**src/rtl/gpio_irq_pkg.sv**
```systemverilog
package gpio_irq_pkg;

  // Edge selector codes held per pin
  typedef enum logic [1:0] {
    TRIG_OFF  = 2'd0,
    TRIG_RISE = 2'd1,
    TRIG_FALL = 2'd2,
    TRIG_ANY  = 2'd3
  } trig_e;

  // Bit position of the selector inside a control word
  localparam int unsigned TRIG_LSB = 3;

  // Register bases; each bank steps by one word
  localparam int unsigned PEND_BASE = 32'h080;
  localparam int unsigned MSET_BASE = 32'h0A0;
  localparam int unsigned MCLR_BASE = 32'h0C0;
  localparam int unsigned CTL_BASE  = 32'h100;

  typedef struct packed {
    logic pend;
    logic mset;
    logic mclr;
    logic ctl;
  } reg_hit_t;

endpackage

```
**src/rtl/gpio_irq_regdec.sv**
```systemverilog
module gpio_irq_regdec
  import gpio_irq_pkg::*;
#(
  parameter int unsigned NUM_PINS = 32,
  parameter int unsigned BANK_ID  = 0,
  parameter int unsigned ADDR_W   = 12,
  parameter int unsigned IDX_W    = 5
) (
  input  logic [ADDR_W-1:0] addr,
  output reg_hit_t          hit,
  output logic [IDX_W-1:0]  idx
);

  localparam int unsigned PEND_A = PEND_BASE + 4 * BANK_ID;
  localparam int unsigned MSET_A = MSET_BASE + 4 * BANK_ID;
  localparam int unsigned MCLR_A = MCLR_BASE + 4 * BANK_ID;
  localparam int unsigned CTL_LO = CTL_BASE + 4 * BANK_ID * NUM_PINS;
  localparam int unsigned CTL_HI = CTL_LO + 4 * NUM_PINS;

  logic [31:0] a32;
  logic [31:0] off;
  logic        unused_off;

  assign a32 = 32'(addr);
  assign off = a32 - CTL_LO;

  always_comb begin
    hit      = '0;
    hit.pend = (a32 == PEND_A);
    hit.mset = (a32 == MSET_A);
    hit.mclr = (a32 == MCLR_A);
    hit.ctl  = (a32 >= CTL_LO) && (a32 < CTL_HI) && (addr[1:0] == 2'b00);
  end

  assign idx        = off[IDX_W+1:2];
  assign unused_off = ^{off[31:IDX_W+2], off[1:0]};

endmodule

```
**src/rtl/gpio_irq_edge.sv**
```systemverilog
module gpio_irq_edge
  import gpio_irq_pkg::*;
#(
  parameter int unsigned NUM_PINS = 32,
  parameter int unsigned IDX_W    = 5
) (
  input  logic                clk,
  input  logic                rst,
  input  logic [NUM_PINS-1:0] pin_in,
  input  logic                cfg_we,
  input  logic [IDX_W-1:0]    cfg_idx,
  input  logic [1:0]          cfg_trig,
  input  logic [IDX_W-1:0]    rd_idx,
  output logic [1:0]          rd_trig,
  output logic [NUM_PINS-1:0] edge_hit
);

  trig_e               trig_q [NUM_PINS];
  logic [NUM_PINS-1:0] pin_q;

  // Previous sample follows the pin even in reset, so no false edge after it
  always_ff @(posedge clk) begin
    pin_q <= pin_in;
  end

  for (genvar g = 0; g < NUM_PINS; g++) begin : g_pin
    logic rise_w;
    logic fall_w;
    logic rise_en;
    logic fall_en;

    always_ff @(posedge clk) begin
      if (rst) begin
        trig_q[g] <= TRIG_OFF;
      end else if (cfg_we && (cfg_idx == IDX_W'(g))) begin
        trig_q[g] <= trig_e'(cfg_trig);
      end
    end

    assign rise_w      = pin_in[g] & ~pin_q[g];
    assign fall_w      = ~pin_in[g] & pin_q[g];
    assign rise_en     = (trig_q[g] == TRIG_RISE) || (trig_q[g] == TRIG_ANY);
    assign fall_en     = (trig_q[g] == TRIG_FALL) || (trig_q[g] == TRIG_ANY);
    assign edge_hit[g] = (rise_w & rise_en) | (fall_w & fall_en);
  end

  assign rd_trig = trig_q[rd_idx];

endmodule

```
**src/rtl/gpio_irq_stat.sv**
```systemverilog
module gpio_irq_stat #(
  parameter int unsigned NUM_PINS = 32
) (
  input  logic                clk,
  input  logic                rst,
  input  logic [NUM_PINS-1:0] edge_hit,
  input  logic                ack_we,
  input  logic                mset_we,
  input  logic                mclr_we,
  input  logic [NUM_PINS-1:0] wbits,
  output logic [NUM_PINS-1:0] pend_q,
  output logic [NUM_PINS-1:0] mask_q,
  output logic                irq_q
);

  logic [NUM_PINS-1:0] ack_bits;

  assign ack_bits = ack_we ? wbits : '0;

  always_ff @(posedge clk) begin
    if (rst) begin
      pend_q <= '0;
      mask_q <= '1;
      irq_q  <= 1'b0;
    end else begin
      // A fresh edge wins over an acknowledge in the same cycle
      pend_q <= (pend_q & ~ack_bits) | edge_hit;
      if (mset_we) begin
        mask_q <= mask_q | wbits;
      end else if (mclr_we) begin
        mask_q <= mask_q & ~wbits;
      end
      irq_q <= |(pend_q & ~mask_q);
    end
  end

endmodule

```
**src/rtl/gpio_irq_bank.sv**
```systemverilog
module gpio_irq_bank
  import gpio_irq_pkg::*;
#(
  parameter int unsigned NUM_PINS = 32,
  parameter int unsigned BANK_ID  = 0,
  parameter int unsigned ADDR_W   = 12,
  parameter int unsigned DATA_W   = 32
) (
  input  logic                clk,
  input  logic                rst,
  input  logic                bus_wr_en,
  input  logic                bus_rd_en,
  input  logic [ADDR_W-1:0]   bus_addr,
  input  logic [DATA_W-1:0]   bus_wdata,
  output logic [DATA_W-1:0]   bus_rdata,
  input  logic [NUM_PINS-1:0] pin_in,
  output logic                irq_out
);

  localparam int unsigned IDX_W = (NUM_PINS > 1) ? $clog2(NUM_PINS) : 1;

  reg_hit_t            hit;
  logic [IDX_W-1:0]    idx;
  logic [1:0]          rd_trig;
  logic [NUM_PINS-1:0] edge_hit;
  logic [NUM_PINS-1:0] status_q;
  logic [NUM_PINS-1:0] mask_q;
  logic                irq_q;
  logic [DATA_W-1:0]   rd_next;
  logic [DATA_W-1:0]   rdata_q;

  gpio_irq_regdec #(
    .NUM_PINS(NUM_PINS), .BANK_ID(BANK_ID), .ADDR_W(ADDR_W), .IDX_W(IDX_W)
  ) u_dec (
    .addr(bus_addr), .hit(hit), .idx(idx)
  );

  gpio_irq_edge #(
    .NUM_PINS(NUM_PINS), .IDX_W(IDX_W)
  ) u_edge (
    .clk(clk), .rst(rst), .pin_in(pin_in),
    .cfg_we(bus_wr_en && hit.ctl), .cfg_idx(idx),
    .cfg_trig(bus_wdata[TRIG_LSB+1:TRIG_LSB]),
    .rd_idx(idx), .rd_trig(rd_trig), .edge_hit(edge_hit)
  );

  gpio_irq_stat #(
    .NUM_PINS(NUM_PINS)
  ) u_stat (
    .clk(clk), .rst(rst), .edge_hit(edge_hit),
    .ack_we(bus_wr_en && hit.pend),
    .mset_we(bus_wr_en && hit.mset),
    .mclr_we(bus_wr_en && hit.mclr),
    .wbits(bus_wdata[NUM_PINS-1:0]),
    .pend_q(status_q), .mask_q(mask_q), .irq_q(irq_q)
  );

  always_comb begin
    rd_next = '0;
    if (hit.pend) begin
      rd_next[NUM_PINS-1:0] = status_q;
    end else if (hit.mset || hit.mclr) begin
      rd_next[NUM_PINS-1:0] = mask_q;
    end else if (hit.ctl) begin
      rd_next[TRIG_LSB+1:TRIG_LSB] = rd_trig;
    end
  end

  always_ff @(posedge clk) begin
    if (rst) begin
      rdata_q <= '0;
    end else if (bus_rd_en) begin
      rdata_q <= rd_next;
    end
  end

  assign bus_rdata = rdata_q;
  assign irq_out   = irq_q;

endmodule

```
**config.mk**
```make
export PLATFORM = sky130hd
export DESIGN_NAME = gpio_irq_bank
export DESIGN_NICKNAME = d
export VERILOG_FILES = /design/src/rtl/gpio_irq_pkg.sv /design/src/rtl/gpio_irq_regdec.sv /design/src/rtl/gpio_irq_edge.sv /design/src/rtl/gpio_irq_stat.sv /design/src/rtl/gpio_irq_bank.sv
export SDC_FILE = /design/constraint.sdc
export NUM_CORES = 1
export LEC_CHECK = 0
export ABC_AREA = 1
export CAP_MARGIN = 30
export CORE_UTILIZATION = 60
export CTS_CLUSTER_SIZE = 40
export DETAILED_ROUTE_END_ITERATION = 7
export GPL_TIMING_DRIVEN = 0
export PLACE_DENSITY = 0.95
export SKIP_CTS_REPAIR_TIMING = 1
export SYNTH_ARGS = -nofsm -noshare
export SYNTH_HDL_FRONTEND = slang
export SYNTH_SLANG_ARGS = --single-unit
```
**constraint.sdc**
```tcl
create_clock -name clk -period 3 [get_ports clk]
set_input_delay 0.45 -clock clk [delete_from_list [all_inputs] [get_ports clk]]
set_output_delay 0.45 -clock clk [all_outputs]
set_load 0.005 [all_outputs]
```
Word-level counts from Yosys, hierarchy flattened
Memories as Yosys holds them, arrays and structs flattened.
Cells that the tools add are included.
- add/sub/neg operators: 1
- magnitude comparators: 2
- equality and inequality tests: 130
- muxes and demuxes: 138
- bitwise logic cells: 264
- reductions and logical operators: 107
- operator list (kind ; count):
    $and 1x1->1 ; 128
    $eq 2x2->1 const B ; 64
    $mux 32 ; 4
    $mux 1 ; 98
    $and 32x32->32 ; 3
    $not 32->32 ; 3
    $eq 5x5->1 const B ; 16
    $mux 2 ; 34
    $logic_or 1x1->1 ; 65
    $eq 2x1->1 const B ; 32
    $not 1->1 ; 64
    $or 1x1->1 ; 64
    $or 32x32->32 ; 2
    $eq 5x4->1 const B ; 8
    $logic_and 1x1->1 ; 38
    $eq 12x8->1 const B ; 3
    $reduce_or 32->1 ; 1
    $mux 27 ; 1
    $eq 5x3->1 const B ; 4
    $ge 12x9->1 const B ; 1
    $lt 12x9->1 const B ; 1
    $eq 5x2->1 const B ; 2
    $sub 7x1->7 const B ; 1
    $eq 5x1->1 const B ; 1
    4 further kinds ; 4
- flip-flop bits (word level): 129
- memory bits (writable): 64
- input port bits: 80
- output and inout bits: 33
- memories: 1
- memories (memory ; depth ; width ; rd ports ; clocked after memory_dff ; wr ports ; RTL line ; source):
    u_edge.trig_q ; 32 ; 2 ; 33 ; 0 ; 32 ; gpio_irq_edge.sv:18 ; trig_e trig_q [NUM_PINS];

Longest topological paths before layout
- word-level depth: 9
- depth in mapped cells: 15
- gate-level depth less buffers: 13

Hierarchy
A second synthesis with hierarchy kept.
- cell total of the unflattened synthesis: 1189
- area total of the unflattened synthesis: 9359.0 um2
- by module, submodules not included (module ; times used ; cells each ; area each (um2) ; seq. area each (um2)):
    gpio_irq_edge ; 1 ; 556 ; 4693.3 ; 2562.5
    gpio_irq_stat ; 1 ; 396 ; 2850.2 ; 1301.2
    gpio_irq_bank ; 1 ; 202 ; 1661.6 ; 640.6
    gpio_irq_regdec ; 1 ; 35 ; 153.9 ; 0.0

Worst setup path before layout
Ideal clock, no wire load.
- path type: input port to flip-flop
- from: input port bus_addr[0]
- to: memory u_edge.trig_q[1][0] in the netlist's numbering (enable)
- library setup time: 0.327 ns
- arrival time: 1.392 ns
- required time: 2.673 ns
- slack: 1.280 ns
- stages on the path: 7
- buffers on the path: 0
- path through: nor2_2 nand3_1 nor2_2 nand2_2 nor2_4 inv_1 o21ai_0
- RTL lines (item ; RTL line ; source):
    from (decl) ; gpio_irq_bank.sv:13 ; input logic [ADDR_W-1:0] bus_addr,
    to (decl) ; gpio_irq_edge.sv:18 ;

==> reports/results.ini <==
[setup_path]
cp_max_fo=10
max_stage_delay_ns=0.49
slowest_stage=clkdlybuf4s50_1
path_cells=clkdlybuf4s50_1, nor2_2, nand3_1, nor2_2, nand2_2, nor2_4, inv_1, o21ai_0
crit_path_end_kind=register
crit_required_ns=3.08
crit_type=input port to register
worstSetupStartpointType=input port
cp_data_arrival_time_ns=2.62
critPathBufInv=2
critPathMostFrequentCell=nor2_2
ff2ff_path_depth=12
path_depth=8
cpLargestDelayFamily=simple AND/OR/NAND/NOR gates

[hold_path]
hold_depth=2
hold_class=register to register

[layout]
finalInstanceArea_mm2=0.0106
diodes=0
layout.cells.non_filler=1410
drive_gt1_share_pct=7.15
nets=1297
area_delta_synth_final_pct=21.5

[timing]
drv_slew=0
grt_setup_unrepaired=no
setup_viol=0
finalHoldViolCount=0
tns_ns=0
fmax_mhz=393
fin_skew_ns=0.00712
min_period_ns=2.54
worst_slew_pin_slew_ns=0.675
fin_crit_sh_pct=84.7
slew_headroom_pct=55.0

[cts]
path_clk_slew_ns=0.07
root_buffer=clkbuf_16
cts_tree=built
numCtsBuffers=17
clk_path_buf_depth=2
clkLatencyLatePin_ns=0.44
h-tree-depth=4
cts_sinks=193

[placement]
dp_hpwl_um=20500
placed_area_mm2=0.0101
dp_cells=1378
port_buffers=111
gp_congestion=1.02

[grt]
antenna_found_initial=0
gr-usage-all-layers_pct=37.4
grt_pass1_vias=7992
gr-total-overflow=0
grt_max_degree=17
grt_first_pass_wirelength_um=41600

[synth]
syn_avg_cell_area_um2=8.04
synth_nets=1167
synth_cells=1087
synth_cell_types=35
yosysSeqAreaShare_pct=51.5
ys_ff_latch=193
yosysWarnings=0
synth_area_mm2=0.00874

[route]
post_drt_wl_per_cell_um=19.2
drc=0
vias_per_cell=6.00
firstDrtPassIters=7
ant_nets=0
wl_um=27000
vias=8453
drtIter0Drc=1275

[power_and_ir_drop]
power.density_mw_per_mm2=530
power.total_mw=5.62
p_leak_nw=4.33
max-vdd-ir-drop_v=0.000424

[floorplan]
core_mm2=0.0140
boundaryPins=113
start_util_pct=62.2
rows=43
die_h_um=123
die_x_um=123
die_area_mm2=0.0151

[job]
drv_cap=0

[outcome]
outcome=complete, no violations

-- power breakdown --
group | total [mW] | internal (mW) | switching [mW]
combinational | 0.561 | 0.231 | 0.330
clock | 2.14 | 1.15 | 0.990
sequential | 2.92 | 2.82 | 0.100
total | 5.62 | 4.20 | 1.42
-- final cells by class --
class,count,area [um2]
multi-input combinational,697,3420
tap,180,225
timing repair buffer,111,1110
clock buffer,25,495
fill,940,3420
inverter,141,534
sequential,193,4500
clock inverter,7,47.5
buffer,56,284
-- cell families (layout without fill, tap and decap cells) --
| logic type | count (synthesis) | in the layout | synth area share, % |
|---|---|---|---|
| compound gates | 226 | 226 | 16.1 |
| flops | 193 | 193 | 51.5 |
| simple gates | 471 | 471 | 23.0 |
| buf+inv | 197 | 340 | 9.36 |
-- worst register-to-register path, stage by stage, from the launching register on --
cell and delay [ns]:
edfxtp_1 0.40, inv_1 0.06, nand2_1 0.05, o21ai_0 0.07
nand2_1 0.07, nand2_1 0.09, nand2_1 0.07, nand2_1 0.05
o21ai_0 0.18, nand3_1 0.17, nand2_1 0.12, nand2_1 0.06
a21oi_1 0.11
-- metrics by stage --
| stage | util (%) | hold WS (ns) | setup slack (ns) |
|---|---|---|---|
| finish | 75.6 | 0.477 | 0.458 |
| global route | 75.6 | 0.492 | 0.432 |
| CTS | 75.6 | 0.475 | 0.564 |
| detailed placement | 71.8 | 0.465 | 0.134 |
| global placement | 71.8 | 0.456 | 0.253 |
| floorplan | - | 0.458 | 1.28 |
-- final timing paths --
| path | from | endpoint | slack (ns) |
|---|---|---|---|
| setup / recovery | bus_addr[1] | u_edge.trig_q[4][1] | 0.46 |
| hold / removal | bus_rdata[4] | bus_rdata[4] | 0.48 |
| setup reg to reg | u_edge.trig_q[5][0] | bus_rdata[3] | 1.43 |
| hold reg to reg | bus_rdata[4] | bus_rdata[4] | 0.48 |
-- cells in the final DEF, fill, tap and decap left out, types with 2 or more instances in the layout --
cell type	n
o22ai_1	10
buf_1	5
nand2_4	4
clkbuf_8	4
nand2_2	2
clkinv_1	2
edfxtp_1	64
clkbuf_1	34
o21ai_1	44
dfxtp_1	129
nor3_1	30
a31oi_1	49
buf_2	11
o21ai_2	16
inv_2	5
a21oi_1	10
nand2_1	223
inv_6	3
nor2_4	4
clkinv_2	2
clkdlybuf4s50_1	111
clkbuf_16	17
nor2_2	5
o211ai_1	33
inv_1	133
o21ai_0	48
buf_4	4
buf_6	6
inv_4	2
nand4_1	5
nor2_1	118
nand3_1	75
a221oi_1	14
-- Yosys cell counts, drive strengths merged --
cell	count	area share, %
a221oi	14	1.4
dfxtp	129	30
and2	1	0.072
o211ai	33	2.8
clkbuf	30	1.3
buf	26	2.0
edfxtp	64	22
nor2	127	5.9
o21ai	108	6.9
nand2	229	10
clkinv	2	0.086
o21bai	1	0.086
a31oi	49	3.5
a21oi	10	0.57
nor4	1	0.072
inv	139	6.0
nor3	31	1.8
o22ai	10	0.72
nand4	5	0.36
nand3	76	4.4
nand3b	1	0.086
o2111ai	1	0.10
-- per-layer routing --
| layer | vias to the layer above | track usage [%] | routed length (um) |
|---|---|---|---|
| met5 | - | 0 | 0 |
| met4 | 0 | 20.9 | 1520 |
| met3 | 140 | 9.62 | 2910 |
| met2 | 569 | 61.1 | 12600 |
| met1 | 3843 | 44.8 | 9990 |
| li1 | 3901 | - | - |
Power figures use the tool's default switching activity.
